## src/rtl/evmon_pkg.sv

```systemverilog
package evmon_pkg;
   localparam int ADDR_W = 13;
   localparam int BUS_W  = 64;
   localparam int REG_W  = 32;
   localparam int CODE_W = 8;
   localparam int NUM_SRC = 3;
   localparam int LANES  = REG_W / CODE_W;

   localparam logic [ADDR_W-1:0] OFS_RUN  = 13'h1c00;
   localparam logic [ADDR_W-1:0] OFS_ENA  = 13'h1c04;
   localparam logic [ADDR_W-1:0] OFS_MASK = 13'h1c70;
   localparam logic [ADDR_W-1:0] OFS_STAT = 13'h1c78;
   localparam logic [ADDR_W-1:0] OFS_ICLR = 13'h1c7c;
   localparam logic [ADDR_W-1:0] OFS_SEL  = 13'h1c80;
   localparam logic [ADDR_W-1:0] OFS_VER  = 13'h1cf0;
   localparam logic [ADDR_W-1:0] OFS_CNT  = 13'h1d00;

   typedef enum logic [1:0] {
      SRC_RX  = 2'd0,
      SRC_TX  = 2'd1,
      SRC_CYC = 2'd2
   } src_e;

   localparam logic [CODE_W-1:0] CODE_RX  = 8'h40;
   localparam logic [CODE_W-1:0] CODE_TX  = 8'h5c;
   localparam logic [CODE_W-1:0] CODE_CYC = 8'h78;

   // Map an event code onto the source vector; unknown codes never hit.
   function automatic logic code_hit(input logic [CODE_W-1:0] code,
                                     input logic [NUM_SRC-1:0] src);
      logic hit;
      case (code)
         CODE_RX:  hit = src[int'(SRC_RX)];
         CODE_TX:  hit = src[int'(SRC_TX)];
         CODE_CYC: hit = src[int'(SRC_CYC)];
         default:  hit = 1'b0;
      endcase
      return hit;
   endfunction
endpackage

```

## src/rtl/evmon_counter.sv

```systemverilog
module evmon_counter
   import evmon_pkg::*;
#(
   parameter int CTR_W = 64
) (
   input  logic                 clk,
   input  logic                 rst_n,
   input  logic                 run,
   input  logic                 en,
   input  logic [CODE_W-1:0]    code,
   input  logic [NUM_SRC-1:0]   src,
   input  logic                 wr,
   input  logic [CTR_W-1:0]     wdata,
   output logic [CTR_W-1:0]     count,
   output logic                 wrap
);
   logic inc;

   assign inc  = run & en & code_hit(code, src);
   // A software load suppresses both the increment and the rollover flag.
   assign wrap = inc & ~wr & (&count);

   always_ff @(posedge clk or negedge rst_n) begin
      if (!rst_n) begin
         count <= '0;
      end else if (wr) begin
         count <= wdata;
      end else if (inc) begin
         count <= count + CTR_W'(1);
      end
   end
endmodule

```

## src/rtl/evmon_regs.sv

```systemverilog
module evmon_regs
   import evmon_pkg::*;
#(
   parameter int NUM_CTR = 8
) (
   input  logic                      clk,
   input  logic                      rst_n,
   input  logic                      wr_en,
   input  logic [ADDR_W-1:0]         addr,
   input  logic [REG_W-1:0]          wdata,
   input  logic [NUM_CTR-1:0]        wrap,
   output logic                      run_o,
   output logic [NUM_CTR-1:0]        en_o,
   output logic [NUM_CTR-1:0]        mask_o,
   output logic [NUM_CTR-1:0]        status_o,
   output logic [NUM_CTR*CODE_W-1:0] codes_o
);
   localparam int NUM_SEL = (NUM_CTR + LANES - 1) / LANES;

   logic                            run_q;
   logic [NUM_CTR-1:0]              en_q;
   logic [NUM_CTR-1:0]              mask_q;
   logic [NUM_CTR-1:0]              status_q;
   logic [NUM_CTR-1:0][CODE_W-1:0]  code_q;
   logic [NUM_CTR-1:0]              clr;

   assign clr = (wr_en && addr == OFS_ICLR) ? wdata[NUM_CTR-1:0] : '0;

   always_ff @(posedge clk or negedge rst_n) begin
      if (!rst_n) begin
         run_q    <= 1'b0;
         en_q     <= '0;
         mask_q   <= '1;
         status_q <= '0;
         code_q   <= '0;
      end else begin
         // Rollover set dominates a simultaneous clear.
         status_q <= (status_q & ~clr) | wrap;
         if (wr_en) begin
            if (addr == OFS_RUN)  run_q  <= wdata[0];
            if (addr == OFS_ENA)  en_q   <= wdata[NUM_CTR-1:0];
            if (addr == OFS_MASK) mask_q <= wdata[NUM_CTR-1:0];
            for (int k = 0; k < NUM_SEL; k++) begin
               if (addr == OFS_SEL + ADDR_W'(4 * k)) begin
                  for (int l = 0; l < LANES; l++) begin
                     if (k * LANES + l < NUM_CTR)
                        code_q[k*LANES+l] <= wdata[l*CODE_W +: CODE_W];
                  end
               end
            end
         end
      end
   end

   assign run_o    = run_q;
   assign en_o     = en_q;
   assign mask_o   = mask_q;
   assign status_o = status_q;
   assign codes_o  = code_q;
endmodule

```

## src/rtl/evmon_rdmux.sv

```systemverilog
module evmon_rdmux
   import evmon_pkg::*;
#(
   parameter int          NUM_CTR = 8,
   parameter int          CTR_W   = 64,
   parameter logic [31:0] VERSION = 32'h0001_0200
) (
   input  logic [ADDR_W-1:0]         addr,
   input  logic                      run,
   input  logic [NUM_CTR-1:0]        en,
   input  logic [NUM_CTR-1:0]        mask,
   input  logic [NUM_CTR-1:0]        status,
   input  logic [NUM_CTR*CODE_W-1:0] codes,
   input  logic [NUM_CTR*CTR_W-1:0]  counts,
   output logic [BUS_W-1:0]          rdata
);
   localparam int NUM_SEL = (NUM_CTR + LANES - 1) / LANES;

   always_comb begin
      rdata = '0;
      case (addr)
         OFS_RUN:  rdata = BUS_W'(run);
         OFS_ENA:  rdata = BUS_W'(en);
         OFS_MASK: rdata = BUS_W'(mask);
         OFS_STAT: rdata = BUS_W'(status);
         OFS_VER:  rdata = BUS_W'(VERSION);
         default:  rdata = '0;
      endcase
      for (int k = 0; k < NUM_SEL; k++) begin
         if (addr == OFS_SEL + ADDR_W'(4 * k)) begin
            for (int l = 0; l < LANES; l++) begin
               if (k * LANES + l < NUM_CTR)
                  rdata[l*CODE_W +: CODE_W] = codes[(k*LANES+l)*CODE_W +: CODE_W];
            end
         end
      end
      for (int n = 0; n < NUM_CTR; n++) begin
         if (addr == OFS_CNT + ADDR_W'(8 * n))
            rdata = BUS_W'(counts[n*CTR_W +: CTR_W]);
      end
   end
endmodule

```

## src/rtl/evmon_bank.sv

```systemverilog
module evmon_bank
   import evmon_pkg::*;
#(
   parameter int          NUM_CTR = 8,
   parameter int          CTR_W   = 64,
   parameter logic [31:0] VERSION = 32'h0001_0200
) (
   input  logic                 clk,
   input  logic                 rst_n,
   input  logic                 ev_rx,
   input  logic                 ev_tx,
   input  logic                 wr_en,
   input  logic [ADDR_W-1:0]    addr,
   input  logic [BUS_W-1:0]     wdata,
   output logic [BUS_W-1:0]     rdata,
   output logic                 irq
);
   if (NUM_CTR < 1 || NUM_CTR > 32) begin : g_bad_num
      $error("evmon_bank: NUM_CTR must lie in 1..32");
   end
   if (CTR_W < 2 || CTR_W > BUS_W) begin : g_bad_width
      $error("evmon_bank: CTR_W must lie in 2..64");
   end

   logic                      run_q;
   logic [NUM_CTR-1:0]        en_q;
   logic [NUM_CTR-1:0]        mask_q;
   logic [NUM_CTR-1:0]        status_q;
   logic [NUM_CTR*CODE_W-1:0] codes;
   logic [NUM_CTR*CTR_W-1:0]  cnt_flat;
   logic [NUM_CTR-1:0]        wrap_v;
   logic [NUM_CTR-1:0]        cnt_wr;
   logic [NUM_SRC-1:0]        src;

   always_comb begin
      src = '0;
      src[int'(SRC_RX)]  = ev_rx;
      src[int'(SRC_TX)]  = ev_tx;
      src[int'(SRC_CYC)] = 1'b1;
   end

   evmon_regs #(.NUM_CTR(NUM_CTR)) u_regs (
      .clk      (clk),
      .rst_n    (rst_n),
      .wr_en    (wr_en),
      .addr     (addr),
      .wdata    (wdata[REG_W-1:0]),
      .wrap     (wrap_v),
      .run_o    (run_q),
      .en_o     (en_q),
      .mask_o   (mask_q),
      .status_o (status_q),
      .codes_o  (codes)
   );

   for (genvar n = 0; n < NUM_CTR; n++) begin : g_ctr
      localparam logic [ADDR_W-1:0] MY_OFS = OFS_CNT + ADDR_W'(8 * n);
      assign cnt_wr[n] = wr_en && (addr == MY_OFS);
      evmon_counter #(.CTR_W(CTR_W)) u_ctr (
         .clk   (clk),
         .rst_n (rst_n),
         .run   (run_q),
         .en    (en_q[n]),
         .code  (codes[n*CODE_W +: CODE_W]),
         .src   (src),
         .wr    (cnt_wr[n]),
         .wdata (wdata[CTR_W-1:0]),
         .count (cnt_flat[n*CTR_W +: CTR_W]),
         .wrap  (wrap_v[n])
      );
   end

   evmon_rdmux #(.NUM_CTR(NUM_CTR), .CTR_W(CTR_W), .VERSION(VERSION)) u_rd (
      .addr   (addr),
      .run    (run_q),
      .en     (en_q),
      .mask   (mask_q),
      .status (status_q),
      .codes  (codes),
      .counts (cnt_flat),
      .rdata  (rdata)
   );

   assign irq = |(status_q & ~mask_q);
endmodule

```

## config.mk

```make
export PLATFORM = sky130hd
export DESIGN_NAME = evmon_bank
export DESIGN_NICKNAME = d
export VERILOG_FILES = /design/src/rtl/evmon_pkg.sv /design/src/rtl/evmon_counter.sv /design/src/rtl/evmon_regs.sv /design/src/rtl/evmon_rdmux.sv /design/src/rtl/evmon_bank.sv
export SDC_FILE = /design/constraint.sdc
export NUM_CORES = 2
export LEC_CHECK = 0
export ABC_AREA = 1
export BUFFER_PORTS_ARGS = -buffer_cell sky130_fd_sc_hd__buf_2
export CAP_MARGIN = 20
export CORE_AREA = 2 2 316 553
export CTS_CLUSTER_DIAMETER = 80
export DETAILED_ROUTE_END_ITERATION = 12
export DIE_AREA = 0 0 318 555
export HOLD_SLACK_MARGIN = 0.1
export PLACE_DENSITY = 0.43
export SYNTH_ARGS = -nofsm -noshare
export SYNTH_HDL_FRONTEND = slang
export SYNTH_SLANG_ARGS = --single-unit
```

## constraint.sdc

```tcl
create_clock -name clk -period 6 [get_ports clk]
set_clock_uncertainty 0.2 [all_clocks]
set_input_delay 0.3 -clock clk [delete_from_list [all_inputs] [get_ports clk]]
set_output_delay 0.3 -clock clk [all_outputs]
set_load 0.01 [all_outputs]
```

Yosys cells after proc, flatten, opt, wreduce, memory -nomap -nowiden
Cells that the tools add are included.
- register bits after elaboration: 601
- logic and storage cells: 180
- bits of input ports: 82
- output and inout bits: 65
- add/subtract/negate cells: 8
- eq/ne operators: 40
- multiplexer cells: 36
- bitwise operators: 45
- reduce and logical (&&, ||, !) cells: 31
- operators with widths (operator ; number):
    $mux W64 ; 24
    $add A64 B1 Y64 const B ; 8
    $reduce_and A64 Y1 ; 8
    $eq A13 B13 Y1 const B ; 16
    $eq A8 B7 Y1 const B ; 24
    $pmux W17 S5 ; 1
    $mux W32 ; 2
    $and A1 B1 Y1 ; 32
    $pmux W1 S3 ; 8
    $and A8 B8 Y8 ; 2
    $not A8 Y8 ; 2
    $reduce_bool A2 Y1 ; 8
    $reduce_and A2 Y1 ; 5
    $logic_and A1 B1 Y1 ; 9
    $mux W8 ; 1
    $not A1 Y1 ; 8
    $or A8 B8 Y8 ; 1
    $reduce_or A8 Y1 ; 1

Depth between registers and ports, before layout
- depth in word-level cells: 12
- mapped depth: 22
- gate-level depth less buffers: 22

By module
Synthesis repeated with hierarchy kept, for this count alone.
- cell total of the unflattened synthesis: 8636
- area total of the unflattened synthesis: 51733.4 um2
- by module, submodules not included (module ; cells each ; seq. area each (um2) ; instances ; area each (um2)):
    evmon_counter ; 886 ; 1601.5 ; 8 ; 5325.1
    evmon_rdmux ; 1060 ; 0.0 ; 1 ; 5007.3
    evmon_regs ; 430 ; 2237.1 ; 1 ; 3880.0
    evmon_bank ; 58 ; 0.0 ; 1 ; 245.2

Worst setup path before layout
No wires, ideal clock.
- kind: flip-flop to flip-flop
- start: register g_ctr[7].u_ctr.count[0]
- end: register g_ctr[7].u_ctr.count[56]
- slack: 3602 ps
- cell stages (with the launch flop): 16
- arrival: 2055 ps
- clock period less this slack: 2398 ps
- path buffers: 0
- required time: 5657 ps
- path through: dfrtp_1 > ha_1 > nand2_1 > nor2_2 > nand2_2 > nor2_4 > nand2_2 > clkinv_2 > nand3_2 > nor3_4 > nand3_2 > nor2_2 > nand2_1 > xor2_1 > nand2_1 > o221ai_1
- word-level cells in the longest chain between the ends: 3
- ends and longest elaborated chain (element ; RTL line ; source):
    from (decl) ; evmon_counter.sv:14 ; output logic [CTR_W-1:0] count,
    from (signal assigned) ; evmon_counter.sv:27 ; count <= wdata;
    from (signal assigned) ; evmon_counter.sv:29 ; count <= count + CTR_W'(1);
    $add A64 B1 Y64 ; evmon_counter.sv:29 ;
    $mux W64 ; evmon_counter.sv:28 ; end else if (inc) begin
    $mux W64 ; evmon_counter.sv:26 ; end else if (wr) begin
No other way between the ends. The select of a mux whose other input is x is not followed.
A chain may end at the register's enable or synchronous reset.

Final worst setup path
- start: input port addr[12]
- end: output port rdata[16]
- word-level cells in the longest chain between the ends: 12
- elaborated cells on any way between the ends: 26
- classes of those cells: eq/ne (15); mux (11)
- ends and longest elaborated chain (element ; RTL line ; source):
    from (decl) ; evmon_bank.sv:13 ; input logic [ADDR_W-1:0] addr,
    $eq A13 B13 Y1 ; evmon_rdmux.sv:21 ; case (addr)
    $pmux W17 S5 ; evmon_rdmux.sv:21 ;
    $mux W32 (2 in a row) ; evmon_rdmux.sv:30 ; if (addr == OFS_SEL + ADDR_W'(4 * k)) begin
    $mux W64 (7 in a row) ; evmon_rdmux.sv:38 ; if (addr == OFS_CNT + ADDR_W'(8 * n))
    $mux W64 * ; evmon_rdmux.sv:38 ;
    to (decl) ; evmon_bank.sv:15 ; output logic [BUS_W-1:0] rdata,
Mark *: on every way between the ends. The rest lies on a longest branch, timed or not.

==> flow_summary.toml <==
[synth]
synth_top_family_by_area = "simple AND/OR/NAND/NOR gates"
yosysWarningCount = 0
synth_cell_types = 69
synth-adder-area-share_pct = 0.234
synthMuxAreaShare_pct = 0.0790
syn_area_um2 = 42800
ys_seq_area_share_pct = 35.2
synthCells = 5804
synth_compound_gate_area_share_pct = 19.3
synthesis.nets = 5894
ys_ff_latch = 601
synth_xor_xnor_area_share_pct = 8.13
synth_enable_flop_cells = 0
synth-simple-area-share_pct = 28.1
synthArstFlopShare_pct = 100
avgSynthCellArea_um2 = 7.37
synthFlopType = "dfrtp_1"

[layout]
final_cells = 8226
multi_input_area_um2 = 24000
area_delta_synth_final_pct = 15.1
layout_common_cells = "nand2_1 (1311), inv_1 (682), dfrtp_1 (593)"
final_common_cell = "nand2_1"
seq_area_um2 = 15000
fillCellCount = 18900
fin_nets = 6016
drive_above_1_share_pct = 10.3

[setup_path]
crit_arrival_ps = 4070
slowest_delay_ps = 650
crit_fanout = 32
startpoint_type = "input port"
worst-path-buf-inv = 6
critical_path_class = "in2out"
end_kind = "output pin"
critPathSlowestCell = "nor4_1"
path_cells = "dlygate4sd3_1, buf_2, nand3_1, nor4_1, nand2_1, buf_4, inv_2, buf_4, nand2_1, o21ai_0, nand2_1, nand2_1, nand2_1, nand2_1, nand2_1, nand2_1, a21oi_1, buf_2"
crit_path_frequent_cell = "nand2_1"
worstPathRequired_ps = 5500
crit_family = "buffers and inverters"

[cts]
cts.sinks = 601
cts-root-buf = "clkbuf_16"
worstSkewPairLatency_ps = 670
post_cts_buffers = 0
clk_pin_slew_ps = 70
cts_tree = "done"
htreeDepth = 3
cts_buffer_depth = 3
numCtsBuffers = 67

[placed_design]
portBuffers = 146
post-place-ws_ps = 1660
place.gp.congestion = 0.998
dpl.cell_count = 8040
hpwlAfterDp_um = 181000

[status]
status = "complete, no violations"

[sta]
finalCritPeriodShare_pct = 76.1
layout_setup_ws_ps = 1430
hold_viol = 0
maxSlewViolCount = 0
setup_tns_ps = 0
relSlewSlack_pct = 12.1
worst_pin_slew_ps = 1310
rsz0062_at_grt = "no"
min_period_ps = 4570
fmax_ghz = 0.219
setup_viol = 0

[global_routing]
grt_max_degree = 153
grt_pass1_vias = 45700
antenna_found_initial = 4
grt_overflow = 0
grt_usage_pct = 25.6
grt_pass1_wl_um = 328000

[routing]
drc = 0
vias_per_cell = 5.39
dr.pass1.iters = 6
vias = 44400
wl_per_cell_um = 28.1
ant_nets = 0
drtIter0Drc = 3425
drt_wl_total_um = 231000

[floorplan]
pin_count = 147
rows = 202
core_area_um2 = 172000
die_w_um = 318
die_h_um = 555
initial_utilization_pct = 24.8
dieArea_um2 = 176000

[pwr]
peakVddDrop_mv = 0.193
p_leak_uw = 0.0213
power_density_nw_per_um2 = 186
p_total_uw = 9160

[min_path]
hold_class = "in2reg"

[run]
maxCapViolations = 0
registers in the layout (all words and copies together), names as in the netlist:
| name | flops |
|---|---|
| u_regs.run_o | 1 |
| u_regs.mask_o | 8 |
| u_regs.en_o | 8 |
| u_regs.codes_o | 64 |
| g_ctr.u_ctr.count | 512 |
| u_regs.status_o | 8 |
worst register-to-register path, stage by stage, from the launching register on:
cell and delay (ps):
dfrtp_1 680, inv_1 290, nor4_1 570, nand3b_1 190, a211oi_1 220, and2_1 340
buf_4 300, nor2_2 50, buf_4 270, clkinv_1 540, buf_4 410, o221ai_1 170
cells in the mapped netlist, drive strengths merged, types with 24 or more instances:
cell    number  share of area [%]
nor4        81                1.4
nand4      152                2.5
nand2     1339                 12
clkinv      28               0.25
inv        716                6.3
buf         93                1.0
nor2       450                4.7
xnor2       24               0.49
dfrtp      593                 35
clkbuf     162                1.4
o211ai      90                1.6
o221ai     407                8.4
xor2       373                7.6
nor3       282                3.7
o21ai      387                4.5
o22ai       51               0.75
nand3      229                3.0
o32ai       28               0.57
a21oi      165                1.9
per-layer routing:
layer	wire, µm	GRT usage [%]	vias up
li1	-	-	20300
met1	80700	25.8	22000
met2	122000	48.4	1522
met3	7940	1.84	575
met4	21300	20.1	0
met5	0	0	-
through the flow:
| stage | cell area, µm² | util, % | hold slack [ps] |
|---|---|---|---|
| floorplan | 42800 | - | -196 |
| global placement | 46200 | 26.8 | 179 |
| detailed placement | 46300 | 26.9 | 177 |
| CTS | 49200 | 28.6 | 104 |
| global route | 49200 | 28.6 | 139 |
| finish | 49200 | 28.6 | 129 |
power breakdown:
group / internal (µW) / switching (µW)
logic: 87.6 / 364
clock network: 2580 / 2050
registers: 4060 / 15.8
total: 6730 / 2430
what timing repair did:
item,in CTS,in global routing
resized for setup,0,0
hold buffers,58,0
hold endpoints to repair,331,0
worst paths after layout:
check	from	end	slack, ps	cells after the start
worst max-delay path	addr[12]	rdata[16]	1430	18
worst min-delay path	wdata[57]	g_ctr[3].u_ctr.count[57]	130	3
worst max register to register	u_regs.run_o	g_ctr[5].u_ctr.count[52]	1590	11
worst min register to register	u_regs.mask_o[5]	u_regs.mask_o[5]	300	2
max in group asynchronous	rst_n	u_regs.status_o[6]	3440	4
min in group asynchronous	rst_n	g_ctr[5].u_ctr.count[8]	570	3
area by class of cell:
cell class / instances / share of cell area, %
Antenna cell: 8 / 0.0407
Clock buffer: 92 / 3.95
Clock inverter: 25 / 0.638
Inverter: 744 / 5.68
Multi-Input combinational cell: 4204 / 48.8
Sequential cell: 601 / 30.6
Tap cell: 2244 / 5.71
Timing Repair Buffer: 308 / 4.65
kinds of logic (layout without fill, tap and decap cells):
family	count (synthesis)	after routing
mux	3	3
other cells	0	8
flops	601	601
compound gates	1209	1209
fa+ha+maj	8	8
simple gates	2587	2587
buf+inv	999	1169
xor+xnor	397	397
Power figures use the tool's default switching activity.
